--- src/rtl/irq_prio_pkg.sv ---
package irq_prio_pkg;

    localparam int WORD_W    = 32;
    localparam int NUM_WORDS = 8;
    localparam int PRIO_W    = 8;
    localparam int WSEL_W    = $clog2(NUM_WORDS);
    localparam int RADDR_W   = 2 + WSEL_W;

    typedef logic [PRIO_W-1:0] prio_t;

    typedef enum logic [1:0] {
        GRP_CTRL = 2'd0,
        GRP_REQ  = 2'd1,
        GRP_SRV  = 2'd2,
        GRP_TRIG = 2'd3
    } reg_grp_e;

    typedef enum logic [WSEL_W-1:0] {
        CTRL_TASK = WSEL_W'(0),
        CTRL_ENAB = WSEL_W'(1),
        CTRL_PROC = WSEL_W'(2)
    } ctrl_sel_e;

    typedef struct packed {
        logic  valid;
        logic  level;
        prio_t vec;
    } eoi_rpt_t;

    function automatic prio_t prio_class(input prio_t v);
        return {v[PRIO_W-1:PRIO_W-4], 4'h0};
    endfunction

    function automatic prio_t calc_ppr(input prio_t task_p, input logic srv_found,
                                       input prio_t srv_vec);
        prio_t sv;
        sv = srv_found ? srv_vec : '0;
        if (task_p[PRIO_W-1:PRIO_W-4] >= sv[PRIO_W-1:PRIO_W-4])
            return task_p;
        return prio_class(sv);
    endfunction

endpackage

--- src/rtl/irq_hi_enc.sv ---
module irq_hi_enc #(
    parameter int WORD_W    = 32,
    parameter int NUM_WORDS = 8,
    localparam int BIT_W    = $clog2(WORD_W),
    localparam int WSEL_W   = $clog2(NUM_WORDS),
    localparam int IDX_W    = BIT_W + WSEL_W
) (
    input  logic [NUM_WORDS*WORD_W-1:0] bits_i,
    output logic                        found_o,
    output logic [IDX_W-1:0]            idx_o
);

    logic [NUM_WORDS-1:0]       w_any;
    logic [NUM_WORDS*BIT_W-1:0] w_pos;

    // First level: highest set bit inside each word
    for (genvar w = 0; w < NUM_WORDS; w++) begin : g_word
        logic [BIT_W-1:0] pos;
        always_comb begin
            pos = '0;
            for (int b = 0; b < WORD_W; b++)
                if (bits_i[w*WORD_W+b]) pos = BIT_W'(b);
        end
        assign w_any[w]                 = |bits_i[w*WORD_W +: WORD_W];
        assign w_pos[w*BIT_W +: BIT_W]  = pos;
    end

    // Second level: highest word that holds any bit
    logic [WSEL_W-1:0] sel;
    always_comb begin
        sel = '0;
        for (int w = 0; w < NUM_WORDS; w++)
            if (w_any[w]) sel = WSEL_W'(w);
    end

    assign found_o = |w_any;
    assign idx_o   = {sel, w_pos[sel*BIT_W +: BIT_W]};

endmodule

--- src/rtl/irq_ppr_unit.sv ---
module irq_ppr_unit
    import irq_prio_pkg::*;
(
    input  logic  clk,
    input  logic  rst,
    input  prio_t task_i,
    input  logic  srv_found_i,
    input  prio_t srv_vec_i,
    output prio_t ppr_o
);

    always_ff @(posedge clk) begin
        if (rst) ppr_o <= '0;
        else     ppr_o <= calc_ppr(task_i, srv_found_i, srv_vec_i);
    end

endmodule

--- src/rtl/irq_prio_tracker.sv ---
module irq_prio_tracker
    import irq_prio_pkg::*;
#(
    parameter int WORD_W    = irq_prio_pkg::WORD_W,
    parameter int NUM_WORDS = irq_prio_pkg::NUM_WORDS
) (
    input  logic                clk,
    input  logic                rst,
    input  logic                hw_en,
    input  logic                acc_valid,
    input  logic [7:0]          acc_vec,
    input  logic                acc_level,
    input  logic                reg_we,
    input  logic [4:0]          reg_addr,
    input  logic [31:0]         reg_wdata,
    output logic [31:0]         reg_rdata,
    output logic                irq_pending,
    input  logic                ack_ready,
    output logic                ack_valid,
    output logic [7:0]          ack_vec,
    input  logic                eoi,
    output logic                eoi_valid,
    output logic [7:0]          eoi_vec,
    output logic                eoi_level
);

    localparam int NUM_VEC = WORD_W * NUM_WORDS;
    localparam int VEC_W   = $clog2(NUM_VEC);
    localparam int LW_W    = $clog2(NUM_WORDS);
    localparam int ENAB_W  = 10;
    localparam int SW_EN_BIT = 8;

    logic [NUM_VEC-1:0] req_q, srv_q, trig_q;
    logic [NUM_VEC-1:0] req_n, srv_n, trig_n;
    prio_t              task_q;
    logic [ENAB_W-1:0]  enab_q;
    prio_t              ppr_q;
    logic               hold_q;

    logic               req_found, srv_found;
    logic [VEC_W-1:0]   req_hi, srv_hi;
    logic               unit_en, ack_fire, eoi_do, acc_do;
    eoi_rpt_t           eoi_q;

    irq_hi_enc #(.WORD_W(WORD_W), .NUM_WORDS(NUM_WORDS)) u_req_enc (
        .bits_i(req_q), .found_o(req_found), .idx_o(req_hi)
    );

    irq_hi_enc #(.WORD_W(WORD_W), .NUM_WORDS(NUM_WORDS)) u_srv_enc (
        .bits_i(srv_q), .found_o(srv_found), .idx_o(srv_hi)
    );

    irq_ppr_unit u_ppr (
        .clk(clk), .rst(rst), .task_i(task_q),
        .srv_found_i(srv_found), .srv_vec_i(prio_t'(srv_hi)), .ppr_o(ppr_q)
    );

    assign unit_en     = hw_en & enab_q[SW_EN_BIT];
    assign irq_pending = unit_en & req_found & ~hold_q &
                         (prio_class(prio_t'(req_hi)) > ppr_q);
    assign ack_fire    = irq_pending & ack_ready;
    assign eoi_do      = eoi & srv_found;
    assign acc_do      = acc_valid & unit_en;

    // Array update: acknowledge, then end-of-interrupt, then accept
    always_comb begin
        req_n  = req_q;
        srv_n  = srv_q;
        trig_n = trig_q;
        if (ack_fire) begin
            srv_n[req_hi] = 1'b1;
            req_n[req_hi] = 1'b0;
        end
        if (eoi_do) begin
            srv_n[srv_hi]  = 1'b0;
            trig_n[srv_hi] = 1'b0;
        end
        if (acc_do && !(req_n[acc_vec] && acc_level)) begin
            req_n[acc_vec]  = 1'b1;
            trig_n[acc_vec] = acc_level;
        end
    end

    always_ff @(posedge clk) begin
        if (rst) begin
            req_q     <= '0;
            srv_q     <= '0;
            trig_q    <= '0;
            task_q    <= '0;
            enab_q    <= ENAB_W'(10'h0FF);
            hold_q    <= 1'b0;
            ack_valid <= 1'b0;
            ack_vec   <= '0;
            eoi_q     <= '0;
        end else begin
            req_q     <= req_n;
            srv_q     <= srv_n;
            trig_q    <= trig_n;
            hold_q    <= ack_fire | eoi | reg_we;
            ack_valid <= ack_fire;
            if (ack_fire) ack_vec <= req_hi;
            eoi_q.valid <= eoi_do;
            if (eoi_do) begin
                eoi_q.vec   <= prio_t'(srv_hi);
                eoi_q.level <= trig_q[srv_hi];
            end
            if (reg_we && reg_grp_e'(reg_addr[4:3]) == GRP_CTRL) begin
                if (ctrl_sel_e'(reg_addr[2:0]) == CTRL_TASK) task_q <= reg_wdata[7:0];
                if (ctrl_sel_e'(reg_addr[2:0]) == CTRL_ENAB) enab_q <= reg_wdata[ENAB_W-1:0];
            end
        end
    end

    assign eoi_valid = eoi_q.valid;
    assign eoi_vec   = eoi_q.vec;
    assign eoi_level = eoi_q.level;

    // Register read mux
    logic [LW_W-1:0] rd_w;
    assign rd_w = reg_addr[LW_W-1:0];
    always_comb begin
        reg_rdata = '0;
        unique case (reg_grp_e'(reg_addr[4:3]))
            GRP_CTRL: begin
                if (ctrl_sel_e'(reg_addr[2:0]) == CTRL_TASK) reg_rdata = 32'(task_q);
                if (ctrl_sel_e'(reg_addr[2:0]) == CTRL_ENAB) reg_rdata = 32'(enab_q);
                if (ctrl_sel_e'(reg_addr[2:0]) == CTRL_PROC) reg_rdata = 32'(ppr_q);
            end
            GRP_REQ:  reg_rdata = req_q[rd_w*WORD_W +: WORD_W];
            GRP_SRV:  reg_rdata = srv_q[rd_w*WORD_W +: WORD_W];
            GRP_TRIG: reg_rdata = trig_q[rd_w*WORD_W +: WORD_W];
            default:  reg_rdata = '0;
        endcase
    end

    // presented vector is in service and came from a handshake
    assert_ack_in_service_R8: assert property (@(posedge clk) disable iff (rst)
        ack_valid |-> srv_q[ack_vec]);
    assert_ack_cause_R8: assert property (@(posedge clk) disable iff (rst)
        ack_valid |-> $past(irq_pending && ack_ready));
    // reported vector is retired and came from a strobe
    assert_eoi_retired_R9: assert property (@(posedge clk) disable iff (rst)
        eoi_valid |-> !srv_q[eoi_vec]);
    assert_eoi_cause_R9: assert property (@(posedge clk) disable iff (rst)
        eoi_valid |-> $past(eoi));
    // an accept while disabled leaves a clear request bit clear
    assert_disabled_drop_R4: assert property (@(posedge clk) disable iff (rst)
        (acc_valid && !(hw_en && enab_q[SW_EN_BIT]) && !req_q[acc_vec])
        |=> !req_q[$past(acc_vec)]);
    // once settled, processor priority is never below the top in-service class
    assert_ppr_floor_R6: assert property (@(posedge clk) disable iff (rst)
        (!hold_q && srv_found) |-> (ppr_q[7:4] >= srv_hi[7:4]));

endmodule

--- config.mk ---
export PLATFORM = sky130hd
export DESIGN_NAME = irq_prio_tracker
export DESIGN_NICKNAME = d
export VERILOG_FILES = /design/src/rtl/irq_prio_pkg.sv /design/src/rtl/irq_hi_enc.sv /design/src/rtl/irq_ppr_unit.sv /design/src/rtl/irq_prio_tracker.sv
export SDC_FILE = /design/constraint.sdc
export NUM_CORES = 2
export LEC_CHECK = 0
export ABC_CLOCK_PERIOD_IN_PS = 5900
export CAP_MARGIN = 20
export CORE_ASPECT_RATIO = 1.1
export CORE_MARGIN = 1
export CORE_UTILIZATION = 40
export CTS_CLUSTER_DIAMETER = 60
export DETAILED_ROUTE_END_ITERATION = 8
export MAX_ROUTING_LAYER = met4
export PLACE_DENSITY_LB_ADDON = 0.05
export RECOVER_POWER = 50
export SLEW_MARGIN = 5
export SYNTH_ARGS = -nofsm -noshare
export SYNTH_HDL_FRONTEND = slang
export SYNTH_HIERARCHICAL = 1
export SYNTH_SLANG_ARGS = --single-unit
--- constraint.sdc ---
create_clock -name clk -period 5.9 [get_ports clk]
set_input_delay 1.18 -clock clk [delete_from_list [all_inputs] [get_ports clk]]
set_output_delay 1.18 -clock clk [all_outputs]
set_load 0.005 [all_outputs]
==> impl_metrics.yaml <==
outcome:
  status: "finished, violations left"
  violations: "capacitance limit, slew limit, setup timing"
setup_path:
  critical_path_required_ps: 6500
  reg2regPathDepth: 17
  cp.arrival_ps: 7110
  critPathKind: "reg2reg"
  timing.rr.start: "srv_q[237]"
  cp-start-kind: "register"
  crit_fanout: 8
  crit_start: "srv_q[237]"
  r2r_end: "eoi_level"
  end_kind: "register"
  rrSetupSlack_ps: -610
yosys:
  synth_area_leaders: "dfxtp_1, mux2i_1, a21oi_1, mux4_2, nor2_1"
  synth_area_leader_cell: "dfxtp_1"
  avgSynthCellArea_sq_um: 8.12
  syn_nets: 6282
  ys.warnings.count: 6
  synth_ff_type: "dfxtp_1"
  netlist_instances: 6221
  syn-cell-area_sq_mm: 0.0505
  ys_async_sr_fraction_pct: 0
  synth_edf_count: 0
  ys_types: 103
  yosysSeqAreaShare_pct: 32.3
  synth_top_area_share_pct: 32.3
  ys_ff_latch: 814
floorplan:
  initial_core_util_pct: 40.4
  chipWidth_um: 341
  dieArea_sq_mm: 0.128
  core_sq_mm: 0.125
  ios: 105
  rows: 136
  die_y_um: 375
placed_design:
  io_buffers: 82
  place.gp.congestion: 1.14
  hpwlAfterDp_um: 247000
timing:
  max_freq_mhz: 154
  setup_slack_ps: -608
  report.final.setup_viol: 776
  fin_setup_tns_ps: -224200
  hold_viol: 0
  period_share_pct: 110
  slew_headroom_pct: -14.9
  rsz0062_at_grt: "yes"
  finalMaxSlewViolations: 24
  period_needed_ps: 6510
  max_slew.worst_pin.slew_ps: 1720
  fin_skew_ps: 52.1
detailed_routing:
  wl_per_cell_um: 37.4
  wl_um: 339000
  vias: 60900
  drc_errors: 0
  ant_nets: 0
  firstDrtPassIters: 6
  first_iter_violations: 8795
  vias_per_cell: 6.72
clocking:
  clock_latency_ps: 780
  htreeDepth: 3
  cts_made_buffers: 104
  ctsHoldBuffers: 0
  cts.reportedPaths.clkPinSlew_ps: 60
  cts_tree: "yes"
  cts.path.max_buffers: 3
  cts_num_sinks: 814
  root_buffer: "clkbuf_16"
layout:
  areaGrowthSynthToFinish_pct: 41.4
  nets: 7347
  layout-drive-gt1-share_pct: 33.0
  fill_cells: 11700
power_and_ir_drop:
  vdd_drop_max_mv: 0.305
  cellLeakagePower_nw: 28.2
  p_total_w: 0.0143
  power.density_mw_per_mm2: 201
min_path:
  holdPathEnd: "ack_vec[5]"
  min_path_cells: 2
  hp-start: "ack_vec[5]"
  hold_path.class: "reg2reg"
grt:
  antenna_found_initial: 22
  grt_pass1_vias: 56400
  grt_overflow_total: 0
  grt_pass1_wl_um: 453000
  grt_max_degree: 140
  grt_use_total_pct: 52.4
run:
  max_cap_viol_count: 2
## timing repair
item | in CTS | in global routing
setup endpoints to repair | 514 | 514
setup buffers | 61 | 38
cloned | 28 | 12
pin swaps | 158 | 88
resized for setup | 446 | 294
## through the flow
step / cells / area [sq um] / setup slack [ps] / hold WS [ps] / util, %
final: 9058 / 71400 / -608 / 450 / 57.1
after global routing: 9048 / 71400 / -537 / 470 / 57.1
after detailed placement: 8717 / 62400 / -926 / 448 / 49.9
after CTS: 8994 / 69700 / -280 / 456 / 55.7
after floorplan: 6221 / 50500 / 266 / 436 / -
after global placement: 8716 / 62400 / -1030 / 445 / 49.9
## per-layer routing
layer	up-vias	track usage, %	routed length, um	part of all wire (%)
met4	0	39.2	31200	9.2
met5	-	-	0	0
met2	4610	71.0	135000	40
li1	25200	-	-	-
met3	1303	18.2	46600	14
met1	29800	63.5	126000	37
## layout make-up
class                           instances  area [sq um]  share of cell area [%]
Antenna cell                           28          70.1                  0.0981
Clock buffer                          132          2870                    4.02
Clock inverter                         62           850                    1.19
Inverter                              106           399                   0.559
Multi-Input combinational cell       4800         35200                    49.3
Sequential cell                       814         16300                    22.8
Tap cell                             1656          2070                    2.90
Timing Repair Buffer                 1460         13700                    19.1
## synth_stat cells (9+ instances only)
| cell | instances |
|---|---|
| a2111oi_0 | 14 |
| a211oi_1 | 111 |
| a21oi_1 | 842 |
| a221oi_1 | 15 |
| a22oi_1 | 9 |
| a31oi_1 | 18 |
| and3_1 | 14 |
| and3b_1 | 9 |
| buf_1 | 53 |
| buf_2 | 37 |
| buf_6 | 15 |
| clkbuf_1 | 389 |
| dfxtp_1 | 814 |
| inv_1 | 102 |
| mux2_2 | 36 |
| mux2i_1 | 490 |
| mux4_2 | 180 |
| nand2_1 | 537 |
| nand2b_1 | 56 |
| nand3_1 | 153 |
| nand3b_1 | 9 |
| nand4_1 | 35 |
| nand4b_1 | 10 |
| nor2_1 | 718 |
| nor2b_1 | 41 |
| nor3_1 | 116 |
| nor4_1 | 159 |
| o2111ai_1 | 9 |
| o211ai_1 | 24 |
| o21a_1 | 252 |
| o21ai_0 | 408 |
| o21ai_1 | 11 |
| o21bai_1 | 10 |
| o221ai_1 | 18 |
| o22ai_1 | 40 |
| o311ai_0 | 13 |
| o31ai_1 | 38 |
| o32ai_1 | 10 |
| o41ai_1 | 11 |
| or3_1 | 128 |
| or3_4 | 50 |
| or4_1 | 33 |
## worst max path at each step
stage	to	slack (ps)	cells after the start
after floorplan	eoi_level	270	18
after global placement	trig_q[52]	-1030	25
after detailed placement	trig_q[52]	-930	26
after CTS	trig_q[106]	-280	27
after global routing	trig_q[213]	-540	30
final	eoi_level	-610	17
## sequential cells by signal, indices dropped and copies added, names as in the netlist
register / flops
ack_valid: 1
eoi_level: 1
ack_vec: 8
u_ppr/ppr_o: 8
req_q: 256
eoi_vec: 8
enab_q: 10
trig_q: 256
eoi_valid: 1
task_q: 8
srv_q: 256
hold_q: 1
## report_power, final
group	total (W)	switching (W)	internal, W
clock network	0.00704	0.00291	0.00413
logic	0.00181	0.00116	0.000648
registers	0.00550	0.00000131	0.00550
total	0.0143	0.00407	0.0103
## placed cells by master (no fill, tap or decap), types with 27 or more instances in the layout
cell type / synthesis / final
nand3_4: 0 / 61
buf_12: 0 / 137
nor4_4: 4 / 27
a21oi_1: 842 / 660
dfxtp_1: 814 / 809
o22ai_1: 40 / 40
nand3_1: 153 / 72
buf_4: 7 / 1145
o31ai_1: 38 / 38
nor2_1: 718 / 693
o21a_1: 252 / 252
clkdlybuf4s50_1: 0 / 52
inv_1: 102 / 103
mux2i_1: 490 / 490
clkbuf_16: 0 / 113
nand4_1: 35 / 35
nand2_1: 537 / 522
o21ai_0: 408 / 402
nor4_1: 159 / 121
nor3_1: 116 / 108
mux4_2: 180 / 180
a21oi_2: 1 / 182
nand2b_1: 56 / 52
or3_4: 50 / 162
mux2_2: 36 / 36
diode_2: 0 / 28
a211oi_1: 111 / 108
buf_6: 15 / 40
nor2b_1: 41 / 40
## critical path: stages, from the launching register on
cell and delay, ps:
dfxtp_1 300, or4_1 710, nand2b_1 240, or4_1 610
nor3_4 340, inv_1 130, clkbuf_1 150, nor2_4 240
o211a_4 290, a211o_4 130, buf_12 180, buf_12 170
mux4_2 580, mux4_2 610, mux4_2 750, mux4_2 600
a21oi_4 180, a211oi_2 90
## kinds of logic (layout without fill, tap and decap cells)
group	count (synthesis)	after routing	share of synthesized area [%]
multiplexers	706	706	18.5
flip-flops	814	814	32.3
XOR/XNOR	4	4	0.0694
adder cells (fa/ha/maj)	8	8	0.198
AND/OR/NAND/NOR	2156	2157	21.3
other	0	28	0
AO/OA/AOI/OAI	1925	1925	22.8
buffers and inverters	608	1760	4.89
Note: power is estimated with default switching activity, not from simulation.
